### src/rtl/addCorePkg.sv
package addCorePkg;

  localparam int STAT_W   = 2;
  localparam int STAT_OVF = 0;
  localparam int STAT_ILL = 1;

  typedef enum logic [3:0] {
    ST_FETCH_HI,
    ST_DECODE,
    ST_FETCH_LO,
    ST_CALC,
    ST_FETCH_OPND,
    ST_EXEC,
    ST_WRITE,
    ST_PC_INC,
    ST_PC_SAVE,
    ST_HALT
  } seqState_t;

  typedef enum logic [1:0] {
    ADR_PC,
    ADR_PC_NEXT,
    ADR_OPND
  } addrSel_t;

  typedef struct packed {
    logic     loadHi;
    logic     loadLo;
    logic     calcAddr;
    logic     loadOpnd;
    logic     doAdd;
    logic     writeDst;
    logic     incPc;
    logic     savePc;
    addrSel_t addrSel;
  } ctrlStrobe_t;

endpackage

### src/rtl/addCoreRegFile.sv
module addCoreRegFile #(
  parameter int DATA_W  = 16,
  parameter int REG_CNT = 16,
  localparam int IDX_W  = $clog2(REG_CNT)
) (
  input  logic              clk,
  input  logic              rst,
  input  logic [IDX_W-1:0]  rdIdxA,
  output logic [DATA_W-1:0] rdDataA,
  input  logic [IDX_W-1:0]  rdIdxB,
  output logic [DATA_W-1:0] rdDataB,
  input  logic              wrEn,
  input  logic [IDX_W-1:0]  wrIdx,
  input  logic [DATA_W-1:0] wrData
);

  logic [DATA_W-1:0] regs [REG_CNT];

  always_ff @(posedge clk) begin
    for (int i = 0; i < REG_CNT; i++) begin
      if (rst) begin
        regs[i] <= '0;
      end else if (wrEn && wrIdx == IDX_W'(i)) begin
        regs[i] <= wrData;
      end
    end
  end

  assign rdDataA = regs[rdIdxA];
  assign rdDataB = regs[rdIdxB];

endmodule

### src/rtl/addCoreDatapath.sv
module addCoreDatapath
  import addCorePkg::*;
#(
  parameter int DATA_W  = 16,
  parameter int REG_CNT = 16,
  parameter int OPC_W   = 8,
  localparam int IDX_W  = $clog2(REG_CNT),
  localparam int INSTR_HW = 2
) (
  input  logic              clk,
  input  logic              rst,
  input  ctrlStrobe_t       strobe,
  input  logic [DATA_W-1:0] memData,
  output logic [DATA_W-1:0] memAddr,
  output logic [OPC_W-1:0]  opcode,
  output logic              overflow
);

  logic [DATA_W-1:0] irHi;
  logic [DATA_W-1:0] irLo;
  logic [DATA_W-1:0] opndAddr;
  logic [DATA_W-1:0] opndData;
  logic [DATA_W-1:0] sumReg;
  logic [DATA_W-1:0] pcReg;
  logic [DATA_W-1:0] pcNext;
  logic [DATA_W-1:0] baseVal;
  logic [DATA_W-1:0] dstVal;
  logic [DATA_W-1:0] rawSum;
  logic [IDX_W-1:0]  dstIdx;
  logic [IDX_W-1:0]  baseIdx;
  logic              ovfNow;

  // Field split of the first instruction half-word.
  assign opcode  = irHi[DATA_W-1 -: OPC_W];
  assign dstIdx  = irHi[2*IDX_W-1 -: IDX_W];
  assign baseIdx = irHi[IDX_W-1:0];

  addCoreRegFile #(
    .DATA_W  (DATA_W),
    .REG_CNT (REG_CNT)
  ) u_regs (
    .clk     (clk),
    .rst     (rst),
    .rdIdxA  (baseIdx),
    .rdDataA (baseVal),
    .rdIdxB  (dstIdx),
    .rdDataB (dstVal),
    .wrEn    (strobe.writeDst),
    .wrIdx   (dstIdx),
    .wrData  (sumReg)
  );

  assign rawSum = dstVal + opndData;
  assign ovfNow = (dstVal[DATA_W-1] == opndData[DATA_W-1]) &&
                  (rawSum[DATA_W-1] != dstVal[DATA_W-1]);

  always_ff @(posedge clk) begin
    if (rst) begin
      irHi     <= '0;
      irLo     <= '0;
      opndAddr <= '0;
      opndData <= '0;
      sumReg   <= '0;
      pcReg    <= '0;
      pcNext   <= '0;
      overflow <= 1'b0;
    end else begin
      if (strobe.loadHi)   irHi     <= memData;
      if (strobe.loadLo)   irLo     <= memData;
      if (strobe.calcAddr) opndAddr <= irLo + baseVal;
      if (strobe.loadOpnd) opndData <= memData;
      if (strobe.doAdd) begin
        sumReg   <= rawSum;
        overflow <= ovfNow;
      end
      if (strobe.incPc)    pcNext   <= pcReg + DATA_W'(INSTR_HW);
      if (strobe.savePc)   pcReg    <= pcNext;
    end
  end

  always_comb begin
    unique case (strobe.addrSel)
      ADR_PC_NEXT: memAddr = pcReg + DATA_W'(1);
      ADR_OPND:    memAddr = opndAddr;
      default:     memAddr = pcReg;
    endcase
  end

endmodule

### src/rtl/addCoreControl.sv
module addCoreControl
  import addCorePkg::*;
#(
  parameter int               OPC_W   = 8,
  parameter logic [OPC_W-1:0] ADD_OPC = 8'h5A
) (
  input  logic             clk,
  input  logic             rst,
  input  logic             memReady,
  input  logic [OPC_W-1:0] opcode,
  output ctrlStrobe_t      strobe,
  output logic             memRead,
  output logic             illegal
);

  seqState_t state;
  seqState_t nextState;

  always_ff @(posedge clk) begin
    if (rst) begin
      state   <= ST_FETCH_HI;
      illegal <= 1'b0;
    end else begin
      state <= nextState;
      if (state == ST_DECODE && opcode != ADD_OPC) illegal <= 1'b1;
    end
  end

  always_comb begin
    strobe         = '0;
    strobe.addrSel = ADR_PC;
    memRead        = 1'b0;
    nextState      = state;
    unique case (state)
      ST_FETCH_HI: begin
        memRead = 1'b1;
        if (memReady) begin
          strobe.loadHi = 1'b1;
          nextState     = ST_DECODE;
        end
      end
      ST_DECODE: begin
        nextState = (opcode == ADD_OPC) ? ST_FETCH_LO : ST_HALT;
      end
      ST_FETCH_LO: begin
        memRead        = 1'b1;
        strobe.addrSel = ADR_PC_NEXT;
        if (memReady) begin
          strobe.loadLo = 1'b1;
          nextState     = ST_CALC;
        end
      end
      ST_CALC: begin
        strobe.calcAddr = 1'b1;
        nextState       = ST_FETCH_OPND;
      end
      ST_FETCH_OPND: begin
        memRead        = 1'b1;
        strobe.addrSel = ADR_OPND;
        if (memReady) begin
          strobe.loadOpnd = 1'b1;
          nextState       = ST_EXEC;
        end
      end
      ST_EXEC: begin
        strobe.doAdd = 1'b1;
        nextState    = ST_WRITE;
      end
      ST_WRITE: begin
        strobe.writeDst = 1'b1;
        nextState       = ST_PC_INC;
      end
      ST_PC_INC: begin
        strobe.incPc = 1'b1;
        nextState    = ST_PC_SAVE;
      end
      ST_PC_SAVE: begin
        strobe.savePc = 1'b1;
        nextState     = ST_FETCH_HI;
      end
      default: begin
        nextState = ST_HALT;
      end
    endcase
  end

endmodule

### src/rtl/addCore.sv
module addCore
  import addCorePkg::*;
#(
  parameter int               DATA_W  = 16,
  parameter int               REG_CNT = 16,
  parameter int               OPC_W   = 8,
  parameter logic [OPC_W-1:0] ADD_OPC = 8'h5A
) (
  input  logic              clk,
  input  logic              rst,
  output logic [DATA_W-1:0] memAddr,
  output logic              memRead,
  input  logic [DATA_W-1:0] memData,
  input  logic              memReady,
  output logic [STAT_W-1:0] status
);

  ctrlStrobe_t      strobe;
  logic [OPC_W-1:0] opcode;
  logic             overflow;
  logic             illegal;

  addCoreControl #(
    .OPC_W   (OPC_W),
    .ADD_OPC (ADD_OPC)
  ) u_ctrl (
    .clk      (clk),
    .rst      (rst),
    .memReady (memReady),
    .opcode   (opcode),
    .strobe   (strobe),
    .memRead  (memRead),
    .illegal  (illegal)
  );

  addCoreDatapath #(
    .DATA_W  (DATA_W),
    .REG_CNT (REG_CNT),
    .OPC_W   (OPC_W)
  ) u_dp (
    .clk      (clk),
    .rst      (rst),
    .strobe   (strobe),
    .memData  (memData),
    .memAddr  (memAddr),
    .opcode   (opcode),
    .overflow (overflow)
  );

  always_comb begin
    status           = '0;
    status[STAT_OVF] = overflow;
    status[STAT_ILL] = illegal;
  end

endmodule

### config.mk
export PLATFORM = sky130hd
export DESIGN_NAME = addCore
export DESIGN_NICKNAME = d
export VERILOG_FILES = /design/src/rtl/addCorePkg.sv /design/src/rtl/addCoreRegFile.sv /design/src/rtl/addCoreDatapath.sv /design/src/rtl/addCoreControl.sv /design/src/rtl/addCore.sv
export SDC_FILE = /design/constraint.sdc
export NUM_CORES = 1
export LEC_CHECK = 0
export CORE_MARGIN = 1.5
export CORE_UTILIZATION = 50
export CTS_CLUSTER_SIZE = 8
export DETAILED_ROUTE_END_ITERATION = 8
export GPL_TIMING_DRIVEN = 0
export PLACE_DENSITY = 0.66
export RECOVER_POWER = 25
export SYNTH_ARGS = -nofsm -noshare
export SYNTH_HDL_FRONTEND = slang
export SYNTH_SLANG_ARGS = --single-unit
### constraint.sdc
create_clock -name clk -period 4.99 [get_ports clk]
set_input_delay 0.499 -clock clk [delete_from_list [all_inputs] [get_ports clk]]
set_output_delay 0.499 -clock clk [all_outputs]
set_load 0.02 [all_outputs]
==> summary.md <==
The accumulated negative setup slack is 0 ns, and the maximum clock frequency is 220 MHz. The proportion of synthesized flip-flops having asynchronous set or reset came out at 0. The die covers 41200 µm².

Internal power summed over all cells: 5.74 mW. During synthesis, Yosys emitted a total of 0 warnings. The run gives 4.99 ns as the critical path data arrival time.

Summed over all layers, the global routing overflow is 0. After detailed routing, the number of remaining DRC violations is 0. The post-synthesis to final-layout area growth is 12.7%.

The logs give 0.333 for the headroom to the max-slew limit and 1794 for the final net count. The worst setup path is launched from a flip-flop. The tools report the count of cells resized by post-cts repair as 0.

The run gives 20000 µm² as the area of the mapped netlist. Routed via count divided by cell count: 6.13. Clock latency on the worst-skew pair, taken at its later pin, is 0.60 ns.

The number of max-slew violations in the final report was 0. The first global-routing pass estimated 85.6 mm of wire. Area fraction of the dominant cell type after synthesis: 0.384. The number of hold buffers added after CTS was 0. The tightest min-delay check is of the reg -> reg type.

CTS placed an instance of clkbuf_16 at the clock tree root. Yosys attributes the largest share of cell area to edfxtp_1 (38%), mux4_2 (18%), dfxtp_1 (13%). For the row count, the log shows 73. Synthesis produced 1643 cells.

For the detailed placement HPWL, the log shows 43.6 mm. The run gives 0.280 as the global-route usage over all layers. TritonCTS built the clock tree.

The library cell used most frequently in the layout, excluding fill and tap cells, is edfxtp_1. Buffers added to address setup during post-CTS repair amount to 0. During I/O placement, the number of pins put on the boundary was 38.

Subtracting the final worst setup slack from the clock period gives 4.54 ns. Across all hold checks on the routed design, the worst slack comes to 0.452 ns. The count of buffers added on input and output ports is 37. The fraction of power spent switching nets works out to 0.246. The tools report the final antenna diode count as 0. For the total setup violations reported at the end of the flow, the log shows 0.

The average instance in the mapped netlist occupies 12.2 µm². At the end of routability-driven placement, the weighted congestion stood at 0.937. The initial DRC count came out at 1231. In the layout the commonest cells are edfxtp_1 (256), and2_1 (199), nand2_1 (193). The worst-margin pin slew was 0.997 ns; the number of buffers added by the clock tree synthesis step was 54. The die span in y works out to 203 µm. For the proportion of power drawn by flip-flops and latches, the log shows 0.461. The run finished with clean final reports. The number of nets in the synthesized netlist is 1699. In the final routed layout, each cell accounts on average for 24.7 µm. The leakage power figure was 7.63 nW. The number of hold-slack violations in the final timing report was 0; the count of H-tree levels built during CTS was 2.

Summed over all instances, the cell type with the most area after synthesis is edfxtp_1. For the initial cell density of the core, the log shows 0.505. The logs give 17 for the pin count of the biggest net entering global routing and 13967 for the number of vias in the routed layout.

Clock skew on the completed layout was measured at 0.0162 ns. The final core utilization was 0.569; the distinct cell type count of the synthesized netlist was 68. The portion of the post-synthesis area used by sequential elements was 0.510; the power density over the cells was 338 nW/µm². The core region is 39600 µm².

The fraction of layout cells with a size suffix above 1 is 0.155. IR analysis of the VDD net gives a maximum drop of 0.266 mV. For the maximum buffer depth of the clock tree, the log shows 3. The worst path required time is 5.45 ns, and the number of antenna violations at the first check in global routing is 0. Number of clock sinks seen by CTS: 382. Setup repair after global routing left no endpoint under its margin.

The most used flip-flop cell after synthesis was edfxtp_1. The run gives 14394 as the via count of the first global-routing pass. The post-route clock period utilization is 0.909. After layout, the design draws a total of 7.62 mW.

Across the run, the number of max-cap violations was 0. In this run the power spent charging and discharging nets is 1.88 mW. The post-detailed-route count of antenna-violating nets was 0. The fraction of power consumed by combinational cells was 0.109. Width of the chip: 203 µm.

The final layout contains routed wiring with a total length of 56.3 mm. Critical path class: reg -> reg. The power share of the clock group was 0.430; the flip-flop and latch count after synthesis was 382. Counting flops with a built-in enable in the synthesized netlist gives 256. The endpoint kind of the worst setup timing path is a flip-flop. The tools report the number of iterations in the first detailed-routing pass as 5. Clock-pin slew was measured on the worst setup and hold paths at 0.05 ns.

Along the worst path, the maximum fanout reaches 10.
-- critical path, stage by stage (launching register included) --
cell	delay (ns)
dfxtp_1	0.31
buf_2	0.36
clkbuf_1	0.60
mux4_2	0.44
mux4_2	0.56
ha_1	0.28
fa_1	0.45
a21o_1	0.18
a21oi_1	0.27
o21ai_1	0.18
a2111oi_2	0.47
or2_1	0.19
o211ai_1	0.10
-- per-stage QoR --
step	cells	setup WS [ns]	cell area (µm²)
2_1_floorplan	1643	1.25	20000
3_3_place_gp	2205	0.528	21000
3_5_place_dp	2207	0.482	21100
4_1_cts	2277	0.469	22600
5_1_grt	2277	0.256	22500
6_report	2277	0.454	22500
-- state kept, by name, summed over array words and instances (netlist names), named ones only --
signal,cells
u_dp.pcNext,16
u_dp.pcReg,16
u_dp.opndAddr,16
u_dp.u_regs.regs,256
u_dp.irHi,16
u_dp.overflow,1
u_dp.opndData,16
u_dp.irLo,16
u_ctrl.state,4
u_dp.sumReg,16
u_ctrl.illegal,1
-- worst paths after layout --
kind / slack (ns) / cells after the start / endpoint / startpoint
worst min-delay path: 0.45 / 2 / u_dp.irHi[10]$_SDFFE_PP0P_ / u_dp.irHi[10]$_SDFFE_PP0P_
worst min register to register: 0.45 / 2 / u_dp.irHi[10]$_SDFFE_PP0P_ / u_dp.irHi[10]$_SDFFE_PP0P_
worst max register to register: 0.45 / 12 / u_dp.opndAddr[14]$_SDFFE_PP0N_ / flip-flop
worst max-delay path: 0.45 / 12 / u_dp.opndAddr[14]$_SDFFE_PP0N_ / flip-flop
-- Yosys cell counts (4+ instances only) --
master     count
a31oi_1        7
o211ai_1       7
mux2i_1        7
nand4_1        6
o22ai_1        4
o21ai_0       51
dfxtp_1      126
and2_1       258
xor2_1        10
o21bai_1       4
o2111ai_1      4
and3_1        11
nor4_1         7
xnor2_1       21
nand3_1       29
or3_1          9
mux4_2       158
nor2_1        62
ha_1          35
inv_1         20
clkbuf_1      87
edfxtp_1     256
a211oi_1      17
a21oi_1      115
nand2_1      193
o21a_1         7
a21o_1        10
buf_2         29
o31a_1         4
nor3_1        18
nand2b_1      11
-- final cells by class --
type                    instances  area, µm²
plain buffers                 122        503
clock buffers                  67       1400
clock inverters                 3       46.3
fillers                      3321      17100
inverters                      20       75.1
multi-input cells            1119       9250
flip-flops and latches        382      10200
well taps                     525        657
repair buffers                 39        400
-- kinds of logic (layout without fill, tap and decap cells) --
| kind of cell | Yosys count | after routing | synth area share |
|---|---|---|---|
| mux | 166 | 166 | 0.182 |
| flops | 382 | 382 | 0.510 |
| buf+inv | 142 | 251 | 0.0290 |
| compound gates | 258 | 258 | 0.0782 |
| simple gates | 627 | 627 | 0.163 |
| xor+xnor | 31 | 31 | 0.0136 |
| fa+ha+maj | 37 | 37 | 0.0239 |
-- power groups by stage --
stage	sequential, mW	clock (mW)	combinational (mW)
floorplan	3.55	0	0.545
finish	3.51	3.28	0.829
global route	3.52	3.44	0.871
CTS	3.51	3.32	0.824
global placement	3.57	0	0.797
detailed placement	3.57	0	0.818
-- metal layers --
metal,global-route usage,vias to the layer above,wire [µm]
met5,0,-,0
met3,0.0430,124,3970
met2,0.479,540,27700
met1,0.359,7019,22700
li1,-,6284,-
met4,0.107,0,2010
No activity file was read; power rests on OpenSTA's default activity.
